<file path="src/rtl/irqc_pkg.sv">
package irqc_pkg;
  localparam int ADDR_GIE  = 0;
  localparam int ADDR_EN   = 1;
  localparam int ADDR_FLAG = 2;
  localparam int ADDR_SUB  = 3;

  // bit positions inside the multi-function register
  localparam int SUB_FLAG_A = 5;
  localparam int SUB_FLAG_P = 4;
  localparam int SUB_EN_A   = 1;
  localparam int SUB_EN_P   = 0;

  // strobes from control to datapath
  typedef struct packed {
    logic       clrValid;
    logic [2:0] clrIdx;
  } irqc_strobe_t;
endpackage

</file>
<file path="src/rtl/irqc_datapath.sv">
module irqc_datapath
  import irqc_pkg::*;
#(
  parameter int NUM_IND = 3
) (
  input  logic               clk,
  input  logic               rst_n,
  input  logic [NUM_IND-1:0] evtInd,
  input  logic               evtMfP,
  input  logic               evtMfA,
  input  logic               wrEn,
  input  logic [1:0]         regAddr,
  input  logic [7:0]         wrData,
  input  logic               gieQ,
  input  irqc_strobe_t       strobe,
  output logic [7:0]         rdData,
  output logic [NUM_IND:0]   pendVec,
  output logic               gieWrEn,
  output logic               gieWrVal
);
  localparam int NSLOT = NUM_IND + 1;

  logic [NUM_IND-1:0] flagQ, flagD, clrMask;
  logic [NSLOT-1:0]   enQ;
  logic [1:0]         subFlagQ, subFlagD, subEnQ;  // [1]=A, [0]=P
  logic               wrEnReg, wrFlag, wrSub, mfReq;

  assign wrEnReg  = wrEn && (regAddr == 2'(ADDR_EN));
  assign wrFlag   = wrEn && (regAddr == 2'(ADDR_FLAG));
  assign wrSub    = wrEn && (regAddr == 2'(ADDR_SUB));
  assign gieWrEn  = wrEn && (regAddr == 2'(ADDR_GIE));
  assign gieWrVal = wrData[0];

  generate
    for (genvar i = 0; i < NUM_IND; i++) begin : g_clr
      assign clrMask[i] = strobe.clrValid && (strobe.clrIdx == 3'(i));
    end
  endgenerate

  // events always win over writes and acceptance clears
  always_comb begin
    flagD    = (wrFlag ? wrData[NUM_IND-1:0] : (flagQ & ~clrMask)) | evtInd;
    subFlagD = (wrSub ? {wrData[SUB_FLAG_A], wrData[SUB_FLAG_P]} : subFlagQ)
               | {evtMfA, evtMfP};
  end

  always_ff @(posedge clk or negedge rst_n) begin
    if (!rst_n) begin
      flagQ    <= '0;
      enQ      <= '0;
      subFlagQ <= '0;
      subEnQ   <= '0;
    end else begin
      flagQ    <= flagD;
      subFlagQ <= subFlagD;
      if (wrEnReg) enQ <= wrData[NSLOT-1:0];
      if (wrSub)   subEnQ <= {wrData[SUB_EN_A], wrData[SUB_EN_P]};
    end
  end

  assign mfReq   = |(subFlagQ & subEnQ);
  assign pendVec = {mfReq & enQ[NUM_IND], flagQ & enQ[NUM_IND-1:0]};

  always_comb begin
    rdData = '0;
    unique case (regAddr)
      2'(ADDR_GIE):  rdData[0] = gieQ;
      2'(ADDR_EN):   rdData[NSLOT-1:0] = enQ;
      2'(ADDR_FLAG): rdData[NSLOT-1:0] = {mfReq, flagQ};
      default: begin
        rdData[SUB_FLAG_A] = subFlagQ[1];
        rdData[SUB_FLAG_P] = subFlagQ[0];
        rdData[SUB_EN_A]   = subEnQ[1];
        rdData[SUB_EN_P]   = subEnQ[0];
      end
    endcase
  end


  generate
    for (genvar i = 0; i < NUM_IND; i++) begin : g_chk
      evt_latch_chk: assert property (@(posedge clk) disable iff (!rst_n)
        evtInd[i] |=> flagQ[i]);
    end
  endgenerate


  mf_req_chk: assert property (@(posedge clk) disable iff (!rst_n)
    (evtMfA && subEnQ[1] && !wrSub) |=> mfReq);


  sub_rsv_chk: assert property (@(posedge clk) disable iff (!rst_n)
    (regAddr == 2'(ADDR_SUB)) |-> (rdData[7:6] == 2'b00 && rdData[3:2] == 2'b00));
endmodule

</file>
<file path="src/rtl/irqc_control.sv">
module irqc_control
  import irqc_pkg::*;
#(
  parameter int NUM_IND    = 3,
  parameter int VEC_W      = 8,
  parameter int VEC_BASE   = 4,
  parameter int VEC_STRIDE = 4
) (
  input  logic               clk,
  input  logic               rst_n,
  input  logic [NUM_IND:0]   pendVec,
  input  logic               irqAck,
  input  logic               retStrobe,
  input  logic               gieWrEn,
  input  logic               gieWrVal,
  output logic               gieQ,
  output logic               irqReq,
  output logic [VEC_W-1:0]   vecAddr,
  output irqc_strobe_t       strobe
);
  localparam int NSLOT  = NUM_IND + 1;
  localparam int SLOT_W = (NSLOT > 1) ? $clog2(NSLOT) : 1;

  logic [SLOT_W-1:0] winIdx;
  logic [NSLOT-1:0]  grant;
  logic              anyPend, accept;

  // fixed priority: lowest slot index wins
  always_comb begin
    winIdx = '0;
    for (int i = NSLOT - 1; i >= 0; i--) begin
      if (pendVec[i]) winIdx = SLOT_W'(i);
    end
    anyPend = |pendVec;
    grant   = '0;
    if (anyPend) grant[winIdx] = 1'b1;
  end

  assign irqReq  = gieQ && anyPend;
  assign accept  = irqAck && irqReq;
  assign vecAddr = irqReq ? (VEC_W'(VEC_BASE) + VEC_W'(winIdx) * VEC_W'(VEC_STRIDE))
                          : '0;

  always_comb begin
    strobe          = '0;
    strobe.clrValid = accept && (int'(winIdx) < NUM_IND);
    strobe.clrIdx   = 3'(winIdx);
  end

  always_ff @(posedge clk or negedge rst_n) begin
    if (!rst_n)         gieQ <= 1'b0;
    else if (accept)    gieQ <= 1'b0;
    else if (retStrobe) gieQ <= 1'b1;
    else if (gieWrEn)   gieQ <= gieWrVal;
  end


  gie_clear_chk: assert property (@(posedge clk) disable iff (!rst_n)
    (irqAck && irqReq) |=> !gieQ);


  ret_set_chk: assert property (@(posedge clk) disable iff (!rst_n)
    (retStrobe && !irqAck) |=> gieQ);


  grant_onehot_chk: assert property (@(posedge clk) disable iff (!rst_n)
    irqReq |-> ($countones(grant) == 1));


  idle_ack_chk: assert property (@(posedge clk) disable iff (!rst_n)
    (irqAck && !irqReq && !retStrobe && !gieWrEn) |=> $stable(gieQ));
endmodule

</file>
<file path="src/rtl/irqc_top.sv">
module irqc_top
  import irqc_pkg::*;
#(
  parameter int NUM_IND    = 3,
  parameter int VEC_W      = 8,
  parameter int VEC_BASE   = 4,
  parameter int VEC_STRIDE = 4
) (
  input  logic               clk,
  input  logic               rst_n,
  input  logic [NUM_IND-1:0] evtInd,
  input  logic               evtMfP,
  input  logic               evtMfA,
  input  logic               wrEn,
  input  logic [1:0]         regAddr,
  input  logic [7:0]         wrData,
  output logic [7:0]         rdData,
  input  logic               irqAck,
  input  logic               retStrobe,
  output logic               irqReq,
  output logic [VEC_W-1:0]   vecAddr
);
  logic [NUM_IND:0] pendVec;
  logic             gieQ, gieWrEn, gieWrVal;
  irqc_strobe_t     strobe;

  irqc_datapath #(.NUM_IND(NUM_IND)) u_dp (
    .clk(clk), .rst_n(rst_n), .evtInd(evtInd), .evtMfP(evtMfP), .evtMfA(evtMfA),
    .wrEn(wrEn), .regAddr(regAddr), .wrData(wrData), .gieQ(gieQ), .strobe(strobe),
    .rdData(rdData), .pendVec(pendVec), .gieWrEn(gieWrEn), .gieWrVal(gieWrVal)
  );

  irqc_control #(
    .NUM_IND(NUM_IND), .VEC_W(VEC_W), .VEC_BASE(VEC_BASE), .VEC_STRIDE(VEC_STRIDE)
  ) u_ctl (
    .clk(clk), .rst_n(rst_n), .pendVec(pendVec), .irqAck(irqAck),
    .retStrobe(retStrobe), .gieWrEn(gieWrEn), .gieWrVal(gieWrVal), .gieQ(gieQ),
    .irqReq(irqReq), .vecAddr(vecAddr), .strobe(strobe)
  );
endmodule

</file>
<file path="config.mk">
export PLATFORM = sky130hd
export DESIGN_NAME = irqc_top
export DESIGN_NICKNAME = d
export VERILOG_FILES = /design/src/rtl/irqc_pkg.sv /design/src/rtl/irqc_datapath.sv /design/src/rtl/irqc_control.sv /design/src/rtl/irqc_top.sv
export SDC_FILE = /design/constraint.sdc
export NUM_CORES = 1
export LEC_CHECK = 0
export ABC_AREA = 0
export BUFFER_PORTS_ARGS = -buffer_cell sky130_fd_sc_hd__buf_4
export CAP_MARGIN = 0
export CORE_MARGIN = 2
export CORE_UTILIZATION = 35
export CTS_CLUSTER_DIAMETER = 120
export DETAILED_ROUTE_END_ITERATION = 8
export GPL_TIMING_DRIVEN = 0
export MAX_ROUTING_LAYER = met4
export PLACE_DENSITY_LB_ADDON = 0.15
export SLEW_MARGIN = 10
export SYNTH_ARGS = -nofsm -noshare
export SYNTH_HDL_FRONTEND = slang
export SYNTH_HIERARCHICAL = 1
export SYNTH_SLANG_ARGS = --single-unit
</file>
<file path="constraint.sdc">
create_clock -name clk -period 2.6 [get_ports clk]
set_input_delay 0.52 -clock clk [delete_from_list [all_inputs] [get_ports clk]]
set_output_delay 0.52 -clock clk [all_outputs]
set_load 0.03 [all_outputs]
</file>
==> impl_metrics.env <==
export IMPL_antenna_cells=0
export IMPL_syn_area_per_cell_um2=9.85
export IMPL_finClkSkew_ns=0.00108
export IMPL_synth_seq_cells=12
export IMPL_ys_types=25
export IMPL_synthTopCellsByCount="dfrtp_1, buf_4, and2_1"
export IMPL_portBuffers=27
export IMPL_whs_ns=0.0773
export IMPL_synth_most_common_cell="dfrtp_1"
export IMPL_worstPathArrival_ns=1.94
export IMPL_route_antenna_remaining_nets=0
export IMPL_endpoint_kind="output port"
export IMPL_register_area_um2=300
export IMPL_hold_class="input pin to async pin"
export IMPL_routed_wl_mm=1.88
export IMPL_antenna_found_initial=0
export IMPL_die_height_um=53.2
export IMPL_critPathMaxFanout=4
export IMPL_grt_pass1_vias=742
export IMPL_synth_warnings=6
export IMPL_p_per_area_nw_per_um2=560
export IMPL_max_freq_mhz=407
export IMPL_h_tree_depth=1
export IMPL_p_total_mw=0.633
export IMPL_drv_slew=0
export IMPL_grt_pass1_wl_mm=3.20
export IMPL_dp_hpwl_mm=1.52
export IMPL_die_x_um=53.2
export IMPL_cp_required_ns=2.08
export IMPL_synth_top_area_cell="dfrtp_1"
export IMPL_holdBufCountCts=0
export IMPL_vdd_drop_max_uv=301
export IMPL_r2r_end="u_dp/flagQ[0]$_DFF_PN0_"
export IMPL_grt_overflow_total=0
export IMPL_cap_viol_max_count=0
export IMPL_period_minus_slack_ns=2.46
export IMPL_place_inst=147
export IMPL_drcViolationCount=0
export IMPL_clockBufferDepth=2
export IMPL_multi_input_area_um2=487
export IMPL_place_area_um2=1110
export IMPL_cts_buffers=3
export IMPL_grt_max_degree=13
export IMPL_vias=756
export IMPL_cp_start_kind="flop"
export IMPL_p_leak_nw=0.557
export IMPL_cts_resized=0
export IMPL_synth_area_leaders="dfrtp_1, ha_1, buf_4, mux2_2, and2_1"
export IMPL_rr_worst_depth=8
export IMPL_drive_gt1_share_pct=36.9
export IMPL_fin_area_um2=1130
export IMPL_clock_sinks=12
export IMPL_insertion_delay_ns=0.27
export IMPL_hold_violations=0
export IMPL_drtIter0Drc=15
export IMPL_wl_per_cell_um=12.5
export IMPL_final_cells=150
export IMPL_synth_top_area_share_pct=35.5
export IMPL_fin_tns_setup_ns=0
export IMPL_netlist_instances=86
export IMPL_die_area_um2=2830
export IMPL_ys_async_sr_fraction_pct=100
export IMPL_synth_edf_count=0
export IMPL_fin_nets=150
export IMPL_drtPass1Iterations=4
export IMPL_syn_to_final_growth_pct=33.4
export IMPL_finalSetupViolations=0
export IMPL_r2r_setup_slack_ns=0.36
export IMPL_r2r_start="u_dp/subFlagQ[0]$_DFF_PN0_"
export IMPL_detail_route_vias_per_cell=5.04
export IMPL_io_pins=37
export IMPL_start_util_pct=37.6
export IMPL_place_congestion=0.770
export IMPL_ys_seq_area_share_pct=35.5
export IMPL_cts_root_buf="clkbuf_4"
export IMPL_core_um2=2250
export IMPL_synth_flop_cell="dfrtp_1"
export IMPL_std_cell_rows=17
export IMPL_fin_crit_sh_pct=94.6
export IMPL_rsz0062_at_grt="false"
export IMPL_timing_final_ws_setup_ns=0.141
export IMPL_path_class="flop to output port"
export IMPL_tritoncts="built"
export IMPL_clk_pin_slew_ns=0.07
export IMPL_place_ws_ns=0.354
export IMPL_post_cts_setup_buffers=0
export IMPL_post_route_util_pct=50.1
export IMPL_grt_usage_pct=16.1
export IMPL_syn_cell_area_um2=847
export IMPL_status="completed"
export IMPL_n_fill_cell=241
## cells in the final DEF (no fill, tap or decap)
cell / count
ha_1: 6
a311o_1: 3
a222oi_1: 1
nor3_1: 1
conb_1: 8
a211o_1: 2
buf_4: 36
nand2_1: 6
clkbuf_4: 3
a211oi_1: 1
nand3_1: 1
mux2i_1: 1
or4b_1: 1
nand4bb_1: 2
nand2b_1: 1
dfrtp_1: 12
and3_1: 5
nor2_1: 2
o41a_1: 1
mux2_2: 6
a22oi_1: 3
a21oi_1: 2
o21ai_0: 2
and2_1: 8
nor2b_1: 4
inv_1: 4
## routing by layer
| metal | share of wire, % | track usage [%] | up-vias |
|---|---|---|---|
| met4 | 0.32 | 5.13 | 0 |
| met1 | 45 | 20.8 | 361 |
| met2 | 48 | 25.2 | 25 |
| met5 | 0 | - | - |
| li1 | - | - | 368 |
| met3 | 6.1 | 3.67 | 2 |
## final cells by class
type / instances / area share (%)
well taps: 28 / 3.10
clock buffers: 3 / 1.99
plain buffers: 9 / 5.98
inverters: 4 / 1.33
repair buffers: 27 / 17.9
multi-input cells: 67 / 43.1
flip-flops and latches: 12 / 26.6
## critical path, cell delays in order (launching register included)
cell and delay [ns]:
dfrtp_1 0.38, a22oi_1 0.11, nor2b_1 0.20, nor2_1 0.06, nor3_1 0.32, ha_1 0.30
and2_1 0.13, buf_4 0.16
## sequential cells by signal, indices dropped and copies added (netlist names)
register       flops
u_dp/flagQ         3
u_dp/subEnQ        2
u_dp/subFlagQ      2
u_ctl/gieQ         1
u_dp/enQ           4
## logic make-up (layout without fill, tap and decap cells)
kind of cell / after synthesis / count (layout) / share of synthesized area, %
AOI/OAI and AO/OA: 15 / 15 / 14.0
buffers and inverters: 13 / 43 / 9.75
and+or+nand+nor: 31 / 31 / 21.9
muxes: 7 / 7 / 9.16
adders and majority gates: 6 / 6 / 8.86
other: 2 / 8 / 0.887
DFF: 12 / 12 / 35.5
## worst max path at each step
stage / start / to / slack [ns] / cells after the start
4_1_cts: u_dp/subEnQ[0]$_DFFE_PN0P_ / vecAddr[3] / 0.13 / 7
3_3_place_gp: u_dp/subFlagQ[0]$_DFF_PN0_ / u_dp/flagQ[0]$_DFF_PN0_ / 0.36 / 8
5_1_grt: u_dp/subFlagQ[0]$_DFF_PN0_ / vecAddr[3] / 0.001 / 7
2_1_floorplan: regAddr[0] / rdData[1] / 0.47 / 4
3_5_place_dp: u_dp/subFlagQ[0]$_DFF_PN0_ / u_dp/flagQ[0]$_DFF_PN0_ / 0.35 / 8
6_report: u_dp/subEnQ[0]$_DFFE_PN0P_ / vecAddr[3] / 0.14 / 7
## report_power, final
part           total, mW  switching [mW]  internal, mW
Sequential         0.235          0.0209         0.214
Combinational      0.286           0.158         0.127
Clock              0.113          0.0591        0.0535
Total              0.633           0.238         0.395
No activity file was read; power rests on OpenSTA's default activity.
